<file path="src/rtl/rxf_pkg.sv">
// Package: shared register addresses, flag indices and threshold decode
// for the UART receive FIFO status controller.
package rxf_pkg;

    localparam int ADDR_W = 3;

    // Register addresses seen on cpu_addr
    localparam logic [ADDR_W-1:0] ADDR_DATA  = 3'd0;
    localparam logic [ADDR_W-1:0] ADDR_STAT  = 3'd1;
    localparam logic [ADDR_W-1:0] ADDR_CTRL  = 3'd2;
    localparam logic [ADDR_W-1:0] ADDR_COUNT = 3'd3;
    localparam logic [ADDR_W-1:0] ADDR_LINE  = 3'd4;

    // Flag indices. Indices 0..3 match their status-register bit positions.
    localparam int FLAG_THR   = 0;
    localparam int FLAG_ARR   = 1;
    localparam int FLAG_ERR   = 2;
    localparam int FLAG_BRK   = 3;
    localparam int FLAG_OVR   = 4;
    localparam int NUM_FLAGS  = 5;

    // Threshold in bytes for a 2-bit select code
    function automatic int unsigned trig_level(input logic [1:0] sel);
        case (sel)
            2'd0:    return 1;
            2'd1:    return 4;
            2'd2:    return 8;
            default: return 14;
        endcase
    endfunction

endpackage

</file>
<file path="src/rtl/rxf_store.sv">
// Module: rxf_store
// Byte FIFO with circular pointers and a fill counter.
// Assumes: the caller never pushes when full and never pops when empty.
// head shows the oldest entry without removing it.
module rxf_store #(
    parameter int DATA_W = 8,
    parameter int DEPTH  = 16,
    localparam int PTR_W = $clog2(DEPTH),
    localparam int CNT_W = $clog2(DEPTH + 1)
) (
    input  logic              clk,
    input  logic              rst_n,
    input  logic              push,
    input  logic [DATA_W-1:0] wdata,
    input  logic              pop,
    output logic [DATA_W-1:0] head,
    output logic [CNT_W-1:0]  count,
    output logic              full,
    output logic              empty
);

    logic [DATA_W-1:0] mem [DEPTH];
    logic [PTR_W-1:0]  wr_ptr;
    logic [PTR_W-1:0]  rd_ptr;

    function automatic logic [PTR_W-1:0] advance(input logic [PTR_W-1:0] p);
        return (p == PTR_W'(DEPTH - 1)) ? '0 : p + 1'b1;
    endfunction

    // Write the incoming byte into the slot at the write pointer
    always_ff @(posedge clk) begin
        if (push) mem[wr_ptr] <= wdata;
    end

    // Move the pointers and the fill count
    always_ff @(posedge clk) begin
        if (!rst_n) begin
            wr_ptr <= '0;
            rd_ptr <= '0;
            count  <= '0;
        end else begin
            if (push) wr_ptr <= advance(wr_ptr);
            if (pop)  rd_ptr <= advance(rd_ptr);
            case ({push, pop})
                2'b10:   count <= count + 1'b1;
                2'b01:   count <= count - 1'b1;
                default: count <= count;
            endcase
        end
    end

    // Derive the head byte and the occupancy flags
    always_comb begin
        head  = mem[rd_ptr];
        full  = (count == CNT_W'(DEPTH));
        empty = (count == '0);
    end

endmodule

</file>
<file path="src/rtl/rxf_flag.sv">
// Module: rxf_flag
// One sticky status flag with a guarded clear. A read of the flag's
// register while the flag is 1 arms the flag. A later write with the
// flag's bit at 0 clears it, but only when it is armed. The clear takes
// priority over a set in the same cycle.
// Assumes: rd_i and wr_i are never high together.
module rxf_flag (
    input  logic clk,
    input  logic rst_n,
    input  logic set_i,
    input  logic rd_i,
    input  logic wr_i,
    input  logic wbit_i,
    output logic flag_o
);

    logic armed;

    // Update the flag and its armed state
    always_ff @(posedge clk) begin
        if (!rst_n) begin
            flag_o <= 1'b0;
            armed  <= 1'b0;
        end else if (wr_i && !wbit_i && armed) begin
            flag_o <= 1'b0;
            armed  <= 1'b0;
        end else begin
            if (set_i)          flag_o <= 1'b1;
            if (rd_i && flag_o) armed  <= 1'b1;
        end
    end

endmodule

</file>
<file path="src/rtl/uart_rx_fifo_ctrl.sv">
// Module: uart_rx_fifo_ctrl (top)
// Receive-side FIFO, status flags and threshold interrupt of a UART.
// Takes finished bytes and their error bits from a deserializer and
// serves a one-cycle register port.
// Assumes: cpu_sel is high for exactly one cycle per access, and
// cpu_rdata is sampled in that same cycle.
module uart_rx_fifo_ctrl
    import rxf_pkg::*;
#(
    parameter int DATA_W = 8,
    parameter int DEPTH  = 16,
    parameter int REG_W  = 8,
    localparam int CNT_W = $clog2(DEPTH + 1)
) (
    input  logic              clk,
    input  logic              rst_n,
    input  logic              rx_valid,
    input  logic [DATA_W-1:0] rx_data,
    input  logic              rx_frame_err,
    input  logic              rx_parity_err,
    input  logic              rx_line,
    input  logic              cpu_sel,
    input  logic              cpu_wr,
    input  logic [ADDR_W-1:0] cpu_addr,
    input  logic [REG_W-1:0]  cpu_wdata,
    output logic [REG_W-1:0]  cpu_rdata,
    output logic              rx_irq
);

    logic                 rx_en;
    logic [1:0]           trig_sel;
    logic [CNT_W-1:0]     trig_lvl;
    logic [CNT_W-1:0]     fifo_count;
    logic [DATA_W-1:0]    fifo_head;
    logic [DATA_W-1:0]    last_q;
    logic                 fifo_full;
    logic                 fifo_empty;
    logic                 accept;
    logic                 push;
    logic                 pop;
    logic                 overrun;
    logic                 rd_strobe;
    logic                 wr_strobe;
    logic [NUM_FLAGS-1:0] flag_set;
    logic [NUM_FLAGS-1:0] flag_q;
    logic                 thr_q;

    // Qualify the deserializer input and the CPU accesses
    always_comb begin
        rd_strobe = cpu_sel && !cpu_wr;
        wr_strobe = cpu_sel && cpu_wr;
        accept    = rx_valid && rx_en;
        push      = accept && !fifo_full;
        overrun   = accept && fifo_full;
        pop       = rd_strobe && (cpu_addr == ADDR_DATA) && !fifo_empty;
    end

    // Decode the threshold select, clamped to the FIFO depth
    always_comb begin
        int unsigned raw;
        raw      = trig_level(trig_sel);
        trig_lvl = (raw > DEPTH) ? CNT_W'(DEPTH) : CNT_W'(raw);
    end

    rxf_store #(
        .DATA_W (DATA_W),
        .DEPTH  (DEPTH)
    ) u_store (
        .clk    (clk),
        .rst_n  (rst_n),
        .push   (push),
        .wdata  (rx_data),
        .pop    (pop),
        .head   (fifo_head),
        .count  (fifo_count),
        .full   (fifo_full),
        .empty  (fifo_empty)
    );

    // Hold the control register fields
    always_ff @(posedge clk) begin
        if (!rst_n) begin
            rx_en    <= 1'b0;
            trig_sel <= 2'd0;
        end else if (wr_strobe && cpu_addr == ADDR_CTRL) begin
            rx_en    <= cpu_wdata[0];
            trig_sel <= cpu_wdata[2:1];
        end
    end

    // Keep the most recently popped byte for reads of an empty FIFO
    always_ff @(posedge clk) begin
        if (!rst_n)   last_q <= '0;
        else if (pop) last_q <= fifo_head;
    end

    // Build the set condition of each flag
    always_comb begin
        flag_set           = '0;
        flag_set[FLAG_THR] = (fifo_count >= trig_lvl);
        flag_set[FLAG_ARR] = push;
        flag_set[FLAG_ERR] = push && (rx_frame_err || rx_parity_err);
        flag_set[FLAG_BRK] = push && rx_frame_err && (rx_data == '0);
        flag_set[FLAG_OVR] = overrun;
    end

    // One guarded-clear flag cell per flag, each wired to its home register
    for (genvar g = 0; g < NUM_FLAGS; g++) begin : g_flag
        localparam logic [ADDR_W-1:0] HOME   = (g == FLAG_OVR) ? ADDR_LINE : ADDR_STAT;
        localparam int                BITPOS = (g == FLAG_OVR) ? 0 : g;
        rxf_flag u_flag (
            .clk    (clk),
            .rst_n  (rst_n),
            .set_i  (flag_set[g]),
            .rd_i   (rd_strobe && cpu_addr == HOME),
            .wr_i   (wr_strobe && cpu_addr == HOME),
            .wbit_i (cpu_wdata[BITPOS]),
            .flag_o (flag_q[g])
        );
    end

    // Delay the threshold flag so its rising edge can be detected
    always_ff @(posedge clk) begin
        if (!rst_n) thr_q <= 1'b0;
        else        thr_q <= flag_q[FLAG_THR];
    end

    // Raise the interrupt for one cycle on each rising threshold flag
    always_comb begin
        rx_irq = flag_q[FLAG_THR] && !thr_q;
    end

    // Select the read data for the addressed register
    always_comb begin
        cpu_rdata = '0;
        case (cpu_addr)
            ADDR_DATA:  cpu_rdata[DATA_W-1:0] = fifo_empty ? last_q : fifo_head;
            ADDR_STAT:  cpu_rdata[3:0]        = flag_q[FLAG_BRK:FLAG_THR];
            ADDR_CTRL:  cpu_rdata[2:0]        = {trig_sel, rx_en};
            ADDR_COUNT: cpu_rdata[CNT_W-1:0]  = fifo_count;
            ADDR_LINE:  cpu_rdata[1:0]        = {rx_line, flag_q[FLAG_OVR]};
            default:    cpu_rdata             = '0;
        endcase
    end

endmodule

</file>
<file path="config.mk">
export PLATFORM = sky130hd
export DESIGN_NAME = uart_rx_fifo_ctrl
export DESIGN_NICKNAME = d
export VERILOG_FILES = /design/src/rtl/rxf_pkg.sv /design/src/rtl/rxf_store.sv /design/src/rtl/rxf_flag.sv /design/src/rtl/uart_rx_fifo_ctrl.sv
export SDC_FILE = /design/constraint.sdc
export NUM_CORES = 1
export LEC_CHECK = 0
export CAP_MARGIN = 20
export CORE_AREA = 2 2 126 177
export CTS_CLUSTER_SIZE = 25
export DETAILED_ROUTE_END_ITERATION = 16
export DIE_AREA = 0 0 128 179
export DONT_BUFFER_PORTS = 1
export GPL_TIMING_DRIVEN = 0
export PLACE_DENSITY = 0.57
export SYNTH_ARGS = -nofsm -noshare
export SYNTH_HDL_FRONTEND = slang
export SYNTH_SLANG_ARGS = --single-unit
</file>
<file path="constraint.sdc">
create_clock -name clk -period 9.7 [get_ports clk]
set_clock_uncertainty 0.2 [all_clocks]
set_input_delay 0.97 -clock clk [delete_from_list [all_inputs] [get_ports clk]]
set_output_delay 0.97 -clock clk [all_outputs]
set_load 0.02 [all_outputs]
</file>
Word level (Yosys, flattened, before mapping)
Memories as Yosys holds them, arrays and structs flattened. A register that Yosys moved wholly into a read port is not among the register bits.
Index checks and enable logic that the tools add are counted.

operators by class
  add/subtract/negate cells = 4
  multiply operators = 0
  div/mod/pow operators = 0
  $lt $le $gt $ge = 2
  equality and inequality tests = 11
  shifts and indexed selects = 0
  mux-type cells = 15
  bitwise gates (word level) = 1
  reduce and logical (&&, ||, !) cells = 50

operators with widths
  cell                 count
  $gt 32x5->1 const B  1
  $logic_and 1x1->1    31
  $mux 4               4
  $pmux 4 s3           1
  $pmux 2 s5           1
  $pmux 5 s2           1
  $reduce_or 2->1      5
  $add 4x1->4 const B  2
  $eq 4x4->1 const B   2
  $logic_not 1->1      8
  $logic_not 8->1      1
  $mux 8               1
  $eq 3x2->1 const B   2
  $add 5x1->5 const B  1
  $eq 5x5->1 const B   1
  $ge 5x5->1           1
  $logic_not 5->1      1
  $mux 5               1
  $sub 5x1->5 const B  1
  $eq 2x1->1 const B   2
  $eq 2x2->1 const B   2
  $pmux 1 s4           1
  $eq 3x1->1 const B   1
  $eq 3x3->1 const B   1
  9 further kinds      10

word-level totals
  bits in registers = 35
  bits in latches = 0
  memory bits (writable) = 128
  memory bits (read-only) = 0
  bits of input ports = 27
  output and inout port bits = 9
  memories = 1

memory list
  memory       words  width  rd ports  clocked after Yosys merged registers in  wr ports  RTL line         source
  u_store.mem  16     8      1         1                                        1         rxf_store.sv:22  logic [DATA_W-1:0] mem [DEPTH];

Logic depth before layout (Yosys ltp)
  word-level depth = 6
  gate-level depth with buffers = 13
  depth with buffers taken out = 10

By module
Synthesis repeated with hierarchy kept, for this count alone.

second synthesis, totals
  cells, all modules = 480
  area, all modules = 7257.0 µm²

by module, submodules not included
  module             instances  cells an instance  area an instance (µm²)
  rxf_store          1          317                5896.9
  uart_rx_fifo_ctrl  1          123                953.4
  rxf_flag           5          8                  81.3

Worst setup path after synthesis
No wires, ideal clock.

  path kind = in2reg
  from = input cpu_addr[1]
  to = register u_store.count[4]
  setup time = 0.072 ns
  arrival time = 3.827 ns
  data required time = 9.428 ns
  path slack = 5.601 ns
  cell stages on the path = 11
  path buffers = 2
  path through = or3_1 -> a211oi_2 -> clkbuf_1 -> ha_1 -> clkbuf_1 -> xor2_1 -> ha_1 -> a41o_1 -> a221oi_1 -> mux2i_1 -> mux2i_1

on the way
  longest elaborated chain between the ends = 5
  elaborated cells between the ends (all ways) = 7
  those cells by class = eq/ne: 2; mux: 1; reduce/logical: 4

RTL lines
  element                                          RTL line                 source
  start, declared                                  uart_rx_fifo_ctrl.sv:24  input logic [ADDR_W-1:0] cpu_addr,
  $logic_not 3->1 *                                uart_rx_fifo_ctrl.sv:55  pop = rd_strobe && (cpu_addr == ADDR_DATA) && !fifo_empty;
  $logic_and 1x1->1 * (2 in a row)                 uart_rx_fifo_ctrl.sv:55
  $eq 2x1->1 or $eq 2x2->1 (tied branches)         rxf_store.sv:44          case ({push, pop})
  $pmux 5 s2 or $reduce_bool 2->1 (tied branches)  n/a
  end signal, assigned                             rxf_store.sv:45          2'b10: count <= count + 1'b1;
  end signal, assigned                             rxf_store.sv:46          2'b01: count <= count - 1'b1;
  end signal, assigned                             rxf_store.sv:47          default: count <= count;
  end, declared                                    rxf_store.sv:17          output logic [CNT_W-1:0] count,

Mark *: on every way between the ends. The rest lies on a longest branch, timed or not.
A chain may end at the register's enable or synchronous reset.

Final worst setup path
Ends and elaborated chain as after synthesis.

==> impl_metrics.toml <==
[critical_path]
cp-start-kind = "primary input"
critPathArrivalTime_ns = 4.36
rr_endpoint = "u_store.count[4]$_SDFFE_PN0P_"
reg2reg_from = "u_store.count[2]$_SDFFE_PN0P_"
worst-r2r-cell-count = 12
cp.required_ns = 9.85
worstPathMaxFanout = 10
r2r_setup_slack_ns = 5.64
end_kind = "flip-flop"
critPathKind = "in -> reg"

[global_routing]
grt_pass1_vias = 4106
grt_use_total = 0.144
grt-ovfl-total = 0
grt_max_degree = 18
antenna_found_initial = 0
grt_pass1_wl_mm = 23.9

[timing]
max_freq_mhz = 237
finalSetupTns_ns = 0
hold_viol = 0
slew-limit-headroom = 0.327
final.period_utilization = 0.434
drv_slew = 0
setup_viol = 0
max_slew.worst_pin.slew_ns = 1.00
min_period_ns = 4.21
rsz0062_at_grt = "false"

[worst_hold_path]
min_from = "g_flag[4].u_flag.armed$_SDFFE_PP0P_"
hp-class = "reg -> reg"
hold_depth = 2
whs_endpoint = "g_flag[4].u_flag.armed$_SDFFE_PP0P_"

[die]
core_area_um2 = 21500
die-height_um = 179
io_pins = 36
initial_core_util = 0.324
die-area_um2 = 22900
die-width_um = 128
std_cell_rows = 64

[finish]
post-route-cell-area_um2 = 7880
syn_to_final_growth_pct = 13.4
n_antenna_cell = 0
drive_above_1_share = 0.172
finalNetCount = 510
fin_util = 0.367
fin_cells = 747

[synth]
synth-edff-count = 128
seq_area_frac_synth = 0.665
synthAdderAreaFrac = 0.0216
synth_xor_area_frac = 0.00756
synth_cell_types = 50
ys_ff_latch = 167
avgSynthCellArea_um2 = 15.5
synth-async-reset-ratio = 0
synth-compound-area-share = 0.0576
synth_cells = 448
synth.mux.area_fraction = 0.146
yosysWarnings = 0
synth_top_family_by_area = "multiplexers"
synthesis.nets = 487
synth_simple_gate_area_frac = 0.0817
synth_flop_cell = "edfxtp_1"
synthesis.area_um2 = 6950

[drt]
routed_wl_mm = 15.5
remaining_drc_errors = 0
via_per_inst = 5.20
antenna_left = 0
drt_first_pass_iters = 5
dr.first_iter.drc_count = 368
wl_per_cell_um = 20.7
vias = 3883

[clock_tree]
clk_pin_slew_ns = 0.06
cts_buffers = 17
htree_levels = 4
clockRootBuffer = "clkbuf_16"
cts_sinks = 167
cts_resized = 0
postCtsSetupRepairBufs = 0
clock_latency_ns = 0.42
cts_buffer_depth = 2
cts_tree = "yes"
postCtsHoldBufs = 0

[job]
drv_cap = 0

[placement]
dp_hpwl_mm = 11.0
portBuffers = 0
place_inst = 716
gp_congestion = 0.843
post_dp_cell_area_um2 = 7310

[power_and_ir_drop]
p_per_area_nw_per_um2 = 183
peakVddDrop_mv = 0.113
p_leak_nw = 2.47

[run_status]
status = "complete, no violations"
[flip-flops by register name, indices dropped and copies added, names as in the netlist, named ones only]
register	count
trig_sel	2
rx_en	1
g_flag.u_flag.flag_o	5
last_q	8
u_store.rd_ptr	4
g_flag.u_flag.armed	5
u_store.mem	128
u_store.wr_ptr	4
u_store.count	5
thr_q	1
[logic make-up (layout without fill, tap and decap cells)]
logic type,after synthesis,after routing
muxes,51,51
buffers and inverters,34,69
DFF,167,167
AOI/OAI and AO/OA,63,63
xor gates and xnor gates,6,6
adders and majority gates,12,12
and+or+nand+nor,115,115
[how the worst max path moves through the flow]
stage,start,depth (start not counted),end
5_1_grt,cpu_addr[1],11,u_store.count[4]$_SDFFE_PN0P_
3_5_place_dp,cpu_addr[1],11,u_store.count[4]$_SDFFE_PN0P_
2_1_floorplan,cpu_addr[1],11,u_store.count[4]$_SDFFE_PN0P_
4_1_cts,cpu_addr[1],11,u_store.count[4]$_SDFFE_PN0P_
6_report,cpu_addr[1],11,u_store.count[4]$_SDFFE_PN0P_
3_3_place_gp,cpu_addr[1],11,u_store.count[4]$_SDFFE_PN0P_
[worst max-delay path: stages]
cell and delay (ns):
or3_1 0.44, a211oi_2 0.59, clkbuf_1 0.43, ha_1 0.26
clkbuf_1 0.31, xor2_1 0.12, ha_1 0.20, a41o_1 0.24
a221oi_1 0.33, mux2i_1 0.26, mux2i_1 0.20
[cells in the final DEF, fill, tap and decap left out, drive strengths merged, types with 4 or more instances in the layout]
| cell | instances |
|---|---|
| nor3 | 5 |
| a21oi | 17 |
| ha | 12 |
| dfxtp | 39 |
| nand3b | 4 |
| o21ai | 22 |
| mux2i | 10 |
| xor2 | 5 |
| nor2b | 6 |
| inv | 14 |
| clkbuf | 31 |
| nand3 | 4 |
| buf | 14 |
| nand2 | 36 |
| edfxtp | 128 |
| nor2 | 34 |
| mux4 | 40 |
| clkinv | 7 |
| nand2b | 6 |
[per-stage QoR]
stage               hold WS (ns)  total power [mW]  setup WS (ns)
global route               0.286              1.48           5.27
finish                     0.255              1.44           5.49
global placement           0.235             0.800           5.15
floorplan                  0.220             0.796           5.60
detailed placement         0.249             0.800           5.10
CTS                        0.259              1.45           5.52
[power by group]
part	internal [mW]	switching (mW)	total, mW
clock network	0.380	0.277	0.657
logic	0.00453	0.0102	0.0147
registers	0.769	0.000941	0.770
total	1.15	0.288	1.44
[synth_stat cells, types with 6 or more instances]
cell type,n,share of area
inv_1,8,0.0043
nor2b_1,6,0.0054
dfxtp_1,39,0.11
o21ai_0,14,0.010
nor2_1,34,0.018
a21oi_1,17,0.012
edfxtp_1,128,0.55
nand2_1,36,0.019
clkbuf_1,14,0.0076
mux4_2,40,0.13
o21ai_1,8,0.0058
ha_1,12,0.022
mux2i_1,10,0.014
nand2b_1,6,0.0054
[per-layer routing]
metal / track usage / routed length [um]
met2: 0.259 / 8230
met4: 0.0632 / 415
met3: 0.0388 / 878
met1: 0.159 / 5930
met5: 0 / 0
[final cells by class]
cell class	count	area [um2]
tap	264	330
buffer	24	109
timing repair buffer	4	25.0
clock buffer	17	425
inverter	10	37.5
fill	1993	13600
multi-input combinational	247	2180
sequential	167	4620
clock inverter	14	148
Power figures use the tool's default switching activity.
